[src/rtl/hb_pkg.sv]
// hb_pkg: shared constants, phase type and coefficient table of the
// half-band interpolator. The table holds one side of the symmetric
// non-zero taps, index 0 next to the centre; one side sums to 2^15 / 2.
package hb_pkg;
    localparam int HALF_TAPS = 11;
    localparam int NUM_TAPS  = 4 * HALF_TAPS - 1;
    localparam int LINE_LEN  = 2 * HALF_TAPS;
    localparam int CTR_IDX   = HALF_TAPS - 1;

    typedef enum logic [1:0] {
        PH_IDLE = 2'd0,
        PH_FIR  = 2'd1,
        PH_CTR  = 2'd2
    } phase_t;

    // One-sided coefficient j (0 = closest to the centre tap).
    function automatic int side_coef(input int j);
        case (j)
            0:       return 20695;
            1:       return -6607;
            2:       return 3703;
            3:       return -2375;
            4:       return 1597;
            5:       return -1076;
            6:       return 712;
            7:       return -455;
            8:       return 275;
            9:       return -149;
            10:      return 64;
            default: return 0;
        endcase
    endfunction
endpackage

[src/rtl/hb_delay_line.sv]
// hb_delay_line: shift register of two's-complement samples.
// Slot 0 holds the newest sample. Assumes the caller shifts once per
// accepted input. Reset fills every slot with zero (midscale).
module hb_delay_line #(
    parameter int W   = 14,
    parameter int LEN = 22
) (
    input  logic                  clk,
    input  logic                  rst_n,
    input  logic                  shift_en,
    input  logic [W-1:0]          din,
    output logic [LEN-1:0][W-1:0] taps
);
    // Shift a new sample in at slot 0 on every accepted input.
    always_ff @(posedge clk) begin
        if (!rst_n) begin
            taps <= '0;
        end else if (shift_en) begin
            taps <= {taps[LEN-2:0], din};
        end
    end
endmodule

[src/rtl/hb_fir_branch.sv]
// hb_fir_branch: the interpolating polyphase branch. It pre-adds the
// symmetric sample pairs, multiplies each pair by its one-sided coefficient,
// sums, rounds to nearest (ties upward) and clamps to W bits.
// Assumes two's-complement taps, newest in slot 0. Purely combinational.
module hb_fir_branch #(
    parameter int W      = 14,
    parameter int COEF_W = 16,
    parameter int FRAC_W = 15,
    parameter int HALF   = 11
) (
    input  logic [2*HALF-1:0][W-1:0] taps,
    output logic signed [W-1:0]      y
);
    localparam int PROD_W = W + 1 + COEF_W;
    localparam int ACC_W  = PROD_W + $clog2(HALF) + 1;
    localparam logic signed [ACC_W-1:0] SAT_HI = (ACC_W'(1) <<< (W - 1)) - ACC_W'(1);
    localparam logic signed [ACC_W-1:0] SAT_LO = -(ACC_W'(1) <<< (W - 1));
    localparam logic signed [ACC_W-1:0] HALF_LSB = ACC_W'(1) <<< (FRAC_W - 1);

    logic signed [PROD_W-1:0] prod [HALF];

    genvar j;
    generate
        for (j = 0; j < HALF; j++) begin : g_pair
            localparam logic signed [COEF_W-1:0] CJ = COEF_W'(hb_pkg::side_coef(j));
            logic signed [W:0] pair_sum;
            // Pre-add the two samples that share coefficient j.
            assign pair_sum = $signed({taps[HALF-1-j][W-1], taps[HALF-1-j]})
                            + $signed({taps[HALF+j][W-1], taps[HALF+j]});
            // Weight the pair by its coefficient.
            assign prod[j] = PROD_W'(pair_sum) * PROD_W'(CJ);
        end
    endgenerate

    logic signed [ACC_W-1:0] acc;
    logic signed [ACC_W-1:0] scaled;

    // Accumulate, round and clamp.
    always_comb begin
        acc = '0;
        for (int k = 0; k < HALF; k++) begin
            acc = acc + ACC_W'(prod[k]);
        end
        scaled = (acc + HALF_LSB) >>> FRAC_W;
        if (scaled > SAT_HI) begin
            y = SAT_HI[W-1:0];
        end else if (scaled < SAT_LO) begin
            y = SAT_LO[W-1:0];
        end else begin
            y = scaled[W-1:0];
        end
    end
endmodule

[src/rtl/hb_centre_branch.sv]
// hb_centre_branch: the single-tap polyphase branch. It passes the centre
// sample through, or negates it for the high-pass response; the one
// value without a positive counterpart is clamped to the maximum.
module hb_centre_branch #(
    parameter int W = 14
) (
    input  logic [W-1:0]        x,
    input  logic                negate,
    output logic signed [W-1:0] y
);
    localparam logic signed [W:0] SAT_HI = (W+1)'((1 << (W - 1)) - 1);

    logic signed [W:0] ext;
    logic signed [W:0] val;

    // Apply the sign of the centre coefficient and clamp.
    always_comb begin
        ext = $signed({x[W-1], x});
        val = negate ? -ext : ext;
        y   = (val > SAT_HI) ? SAT_HI[W-1:0] : val[W-1:0];
    end
endmodule

[src/rtl/hb_interp2x.sv]
// hb_interp2x: half-band 2x interpolator, top level. Accepts an offset-binary
// sample when in_valid is high (except on the edge right after an accept).
// It then emits the interpolated value and the centre value on the next
// two cycles. Assumes mode_hp is static while samples are in flight.
module hb_interp2x #(
    parameter int DATA_W = 14,
    parameter int COEF_W = 16,
    parameter int FRAC_W = 15
) (
    input  logic              clk,
    input  logic              rst_n,
    input  logic              in_valid,
    input  logic [DATA_W-1:0] in_data,
    input  logic              mode_hp,
    output logic              out_valid,
    output logic [DATA_W-1:0] out_data
);
    import hb_pkg::*;

    localparam logic [DATA_W-1:0] MID_CODE = {1'b1, {(DATA_W-1){1'b0}}};

    phase_t                            phase;
    logic                              accept;
    logic [DATA_W-1:0]                 in_tc;
    logic [LINE_LEN-1:0][DATA_W-1:0]   line_taps;
    logic [DATA_W-1:0]                 centre_tap;
    logic                              centre_due;
    logic signed [DATA_W-1:0]          fir_y;
    logic signed [DATA_W-1:0]          ctr_y;

    // Accept unless the interpolated output of the previous sample is due.
    assign accept     = in_valid && (phase != PH_FIR);
    // Offset binary to two's complement: invert the MSB.
    assign in_tc      = {~in_data[DATA_W-1], in_data[DATA_W-2:0]};
    assign centre_tap = line_taps[CTR_IDX];
    assign centre_due = (phase == PH_CTR);

    hb_delay_line #(.W(DATA_W), .LEN(LINE_LEN)) u_line (
        .clk      (clk),
        .rst_n    (rst_n),
        .shift_en (accept),
        .din      (in_tc),
        .taps     (line_taps)
    );

    hb_fir_branch #(.W(DATA_W), .COEF_W(COEF_W), .FRAC_W(FRAC_W), .HALF(HALF_TAPS)) u_fir (
        .taps (line_taps),
        .y    (fir_y)
    );

    hb_centre_branch #(.W(DATA_W)) u_ctr (
        .x      (centre_tap),
        .negate (mode_hp),
        .y      (ctr_y)
    );

    // Sequence the two output phases and register the output word.
    always_ff @(posedge clk) begin
        if (!rst_n) begin
            phase     <= PH_IDLE;
            out_valid <= 1'b0;
            out_data  <= MID_CODE;
        end else begin
            case (phase)
                PH_FIR: begin
                    out_valid <= 1'b1;
                    out_data  <= {~fir_y[DATA_W-1], fir_y[DATA_W-2:0]};
                end
                PH_CTR: begin
                    out_valid <= 1'b1;
                    out_data  <= {~ctr_y[DATA_W-1], ctr_y[DATA_W-2:0]};
                end
                default: begin
                    out_valid <= 1'b0;
                end
            endcase
            if (accept) begin
                phase <= PH_FIR;
            end else if (phase == PH_FIR) begin
                phase <= PH_CTR;
            end else begin
                phase <= PH_IDLE;
            end
        end
    end
endmodule

[config.mk]
export PLATFORM = sky130hd
export DESIGN_NAME = hb_interp2x
export DESIGN_NICKNAME = d
export VERILOG_FILES = /design/src/rtl/hb_pkg.sv /design/src/rtl/hb_delay_line.sv /design/src/rtl/hb_fir_branch.sv /design/src/rtl/hb_centre_branch.sv /design/src/rtl/hb_interp2x.sv
export SDC_FILE = /design/constraint.sdc
export NUM_CORES = 2
export LEC_CHECK = 0
export BUFFER_PORTS_ARGS = -buffer_cell sky130_fd_sc_hd__buf_2
export CAP_MARGIN = 20
export CORE_MARGIN = 1.5
export CORE_UTILIZATION = 31
export DETAILED_ROUTE_END_ITERATION = 10
export GPL_ROUTABILITY_DRIVEN = 0
export PLACE_DENSITY_LB_ADDON = 0.12
export REMOVE_ABC_BUFFERS = 1
export SYNTH_ARGS = -nofsm -noshare
export SYNTH_HDL_FRONTEND = slang
export SYNTH_SLANG_ARGS = --single-unit
export TNS_END_PERCENT = 50
[constraint.sdc]
create_clock -name clk -period 42.3 [get_ports clk]
set_clock_uncertainty 0.2 [all_clocks]
set_input_delay 4.23 -clock clk [delete_from_list [all_inputs] [get_ports clk]]
set_output_delay 4.23 -clock clk [all_outputs]
set_load 0.005 [all_outputs]
==> out/results.ini <==
[floorplan]
num_io_pins = 33
die_x_um = 430
die_h_um = 430
start_util_pct = 31.2
rows = 156
core-area_um2 = 181000
dieArea_um2 = 185000

[synthesis]
syn_area_per_cell_um2 = 10.3
yosys.area.top_type = fa_1
synthArstFlopShare_pct = 0
synth_common_cells = inv_1 (1651), fa_1 (1049), ha_1 (1014)
synth_edf_count = 0
ys.flop_type = dfxtp_1
yosysTopAreaCellShare_pct = 37.1
ys_top_cells_by_area = fa_1 (37%), ha_1 (22%), dfxtp_1 (11%)
syn_area_um2 = 56600
synth_cell_types = 75
synth.most_common_cell = inv_1
yosysWarnings = 0
syn_inst = 5502
yosysSeqAreaShare_pct = 11.5
ys_ff_latch = 325

[worst_setup_path]
r2r-start = u_line.taps[112]
end_kind = flip-flop
critical_path.top_delay_family = adder cells
start_kind = flip-flop
crit_path_max_fanout = 17
cp.arrival_ns = 18.92
crit_type = reg2reg
timing.rr.end = out_data[10]
rrSetupSlack_ns = 23.68
cp_slowest_cell = fa_1
reg2regPathDepth = 64
path_buf_inv = 10
required_ns = 42.59
cpPeakStageDelay_ns = 0.61
crit_top_cell = fa_1

[power]
power_leakage_uw = 0.0323
ir_worst_vdd_uv = 75.5
pwr_density_cell_nw_per_um2 = 25.7

[sta]
fmax_mhz = 53.7
rsz0062_at_grt = false
period_share_pct = 44.0
period_minus_slack_ns = 18.62
tightest_slew_ns = 1.14
finalSetupTns_ns = 0
slew-limit-headroom_pct = 23.6
slew_violations = 0
hold_violations = 0
setup_viol = 0

[drt]
wl_per_cell_um = 20.6
viasPerCell = 4.51
totalWireLength_mm = 164
ant_nets = 0
num_vias = 35917
drc = 0
drt_pass1_iterations = 7
first_iter_violations = 1822

[flow_run]
drv_cap = 0

[final_layout]
final_core_util_pct = 34.0
drive_gt1_share_pct = 4.04
num_antenna_cells = 0
syn_to_final_growth_pct = 8.70
nets = 7650

[grt]
antenna_found_initial = 5
grtUsageTotal_pct = 18.5
grt_max_degree = 190
first_global_vias = 39424
grt_overflow_total = 0
grt_pass1_wl_mm = 255

[clocking]
cts_sinks = 325
post_cts_resized = 0
clkTransAtPathRegs_ns = 0.06
cts_made_buffers = 42
post-cts-setup-buffer-count = 0
cts_buffer_depth = 3
cts_tree = yes
htreeDepth = 2
ctsHoldBuffers = 0
clk_latency_ns = 0.60
root_buffer = clkbuf_16

[status]
outcome = finished, final reports clean

[place]
dp_hpwl_mm = 145
portBuffers = 32

[hold_path]
hold_depth = 1
worstHoldEndpoint = u_line.taps[303]
hold_start = u_line.taps[303]
hold_class = reg2reg

==> metrics by stage <==
| step | instance area (um^2) | hold WS, ns | cells | setup slack (ns) | total power, uW |
|---|---|---|---|---|---|
| final | 61500 | 0.288 | 7968 | 23.68 | 1580 |
| after global routing | 61500 | 0.303 | 7968 | 22.50 | 1730 |
| after CTS | 61500 | 0.289 | 7968 | 23.66 | 1600 |
| after detailed placement | 60100 | 0.272 | 7895 | 23.73 | 1210 |
| after global placement | 60000 | 0.269 | 7891 | 23.87 | 1200 |
| after floorplan | 56300 | 0.251 | 5423 | 19.80 | 979 |
==> placed cells by master, fill, tap and decap left out, types with 5 or more instances in the layout <==
cell type and instances:
inv_1 1651, fa_1 1049, ha_1 1014, dfxtp_1 325, a22o_1 317, a21oi_1 199, xnor2_1 197, nor2_1 91
o21bai_1 83, o21ai_0 75, xor2_1 74, buf_4 69, nand2_1 61, a21o_1 46, clkbuf_16 43, buf_2 32
nor2b_1 26, nor3_1 20, nand2b_1 17, nand3_1 14, o21a_1 14, xnor2_2 12, a31o_2 11, and3_1 10
a21boi_0 7, o31ai_1 7, or3_1 7, clkbuf_8 7, mux2i_1 6, mux2_2 5, clkinv_2 5
==> report_power, final <==
| group | leakage, uW | switching (uW) | internal, uW | total (uW) |
|---|---|---|---|---|
| clock network | 0.000701 | 159 | 225 | 384 |
| logic | 0.0290 | 526 | 349 | 875 |
| registers | 0.00262 | 7.02 | 312 | 319 |
==> worst reg2reg max path, delay by kind of cell (launching register included) <==
family / cells / cell delay [ns]
and+or+nand+nor: 9 / 2.00
buffers and inverters: 10 / 0.86
DFF: 1 / 0.33
AOI/OAI and AO/OA: 23 / 5.51
muxes: 1 / 0.07
adders and majority gates: 21 / 9.58
==> flip-flops by register name, indices dropped and copies added, names as in the netlist <==
signal	cells
phase	2
u_line.taps	308
out_data	14
out_valid	1
==> layout make-up <==
cell class / instances / area, um^2
flip-flops and latches: 325 / 6510
fillers: 18684 / 120000
well taps: 2370 / 2970
clock inverters: 19 / 260
multi-input cells: 3447 / 43700
inverters: 1651 / 6200
repair buffers: 102 / 698
clock buffers: 54 / 1190
==> routing by layer <==
layer | wire length (um) | vias to the layer above | GRT usage [%]
met2 | 76300 | 334 | 30.2
met4 | 2210 | 2 | 2.60
li1 | - | 17325 | -
met5 | 17 | - | 0
met3 | 2920 | 85 | 1.13
met1 | 82700 | 18171 | 27.3
==> worst max-delay path by stage <==
| stage | cells past startpoint | endpoint | slack, ns | from |
|---|---|---|---|---|
| finish | 64 | out_data[10] | 23.68 | u_line.taps[112] |
| global placement | 64 | out_data[4] | 23.87 | u_line.taps[112] |
| detailed placement | 64 | out_data[4] | 23.73 | u_line.taps[112] |
| CTS | 64 | out_data[0] | 23.66 | u_line.taps[112] |
| global route | 64 | out_data[4] | 22.50 | u_line.taps[112] |
| floorplan | 2 | u_line.taps[0] | 19.80 | rst_n |
==> logic make-up after synthesis <==
logic type                 share of synthesized area (%)
adders and majority gates                           59.6
buffers and inverters                               11.5
AOI/OAI and AO/OA                                   10.5
DFF                                                 11.5
xor gates and xnor gates                            4.40
and+or+nand+nor                                     2.28
muxes                                              0.206
other                                            0.00663
Note: power is estimated with default switching activity, not from simulation.
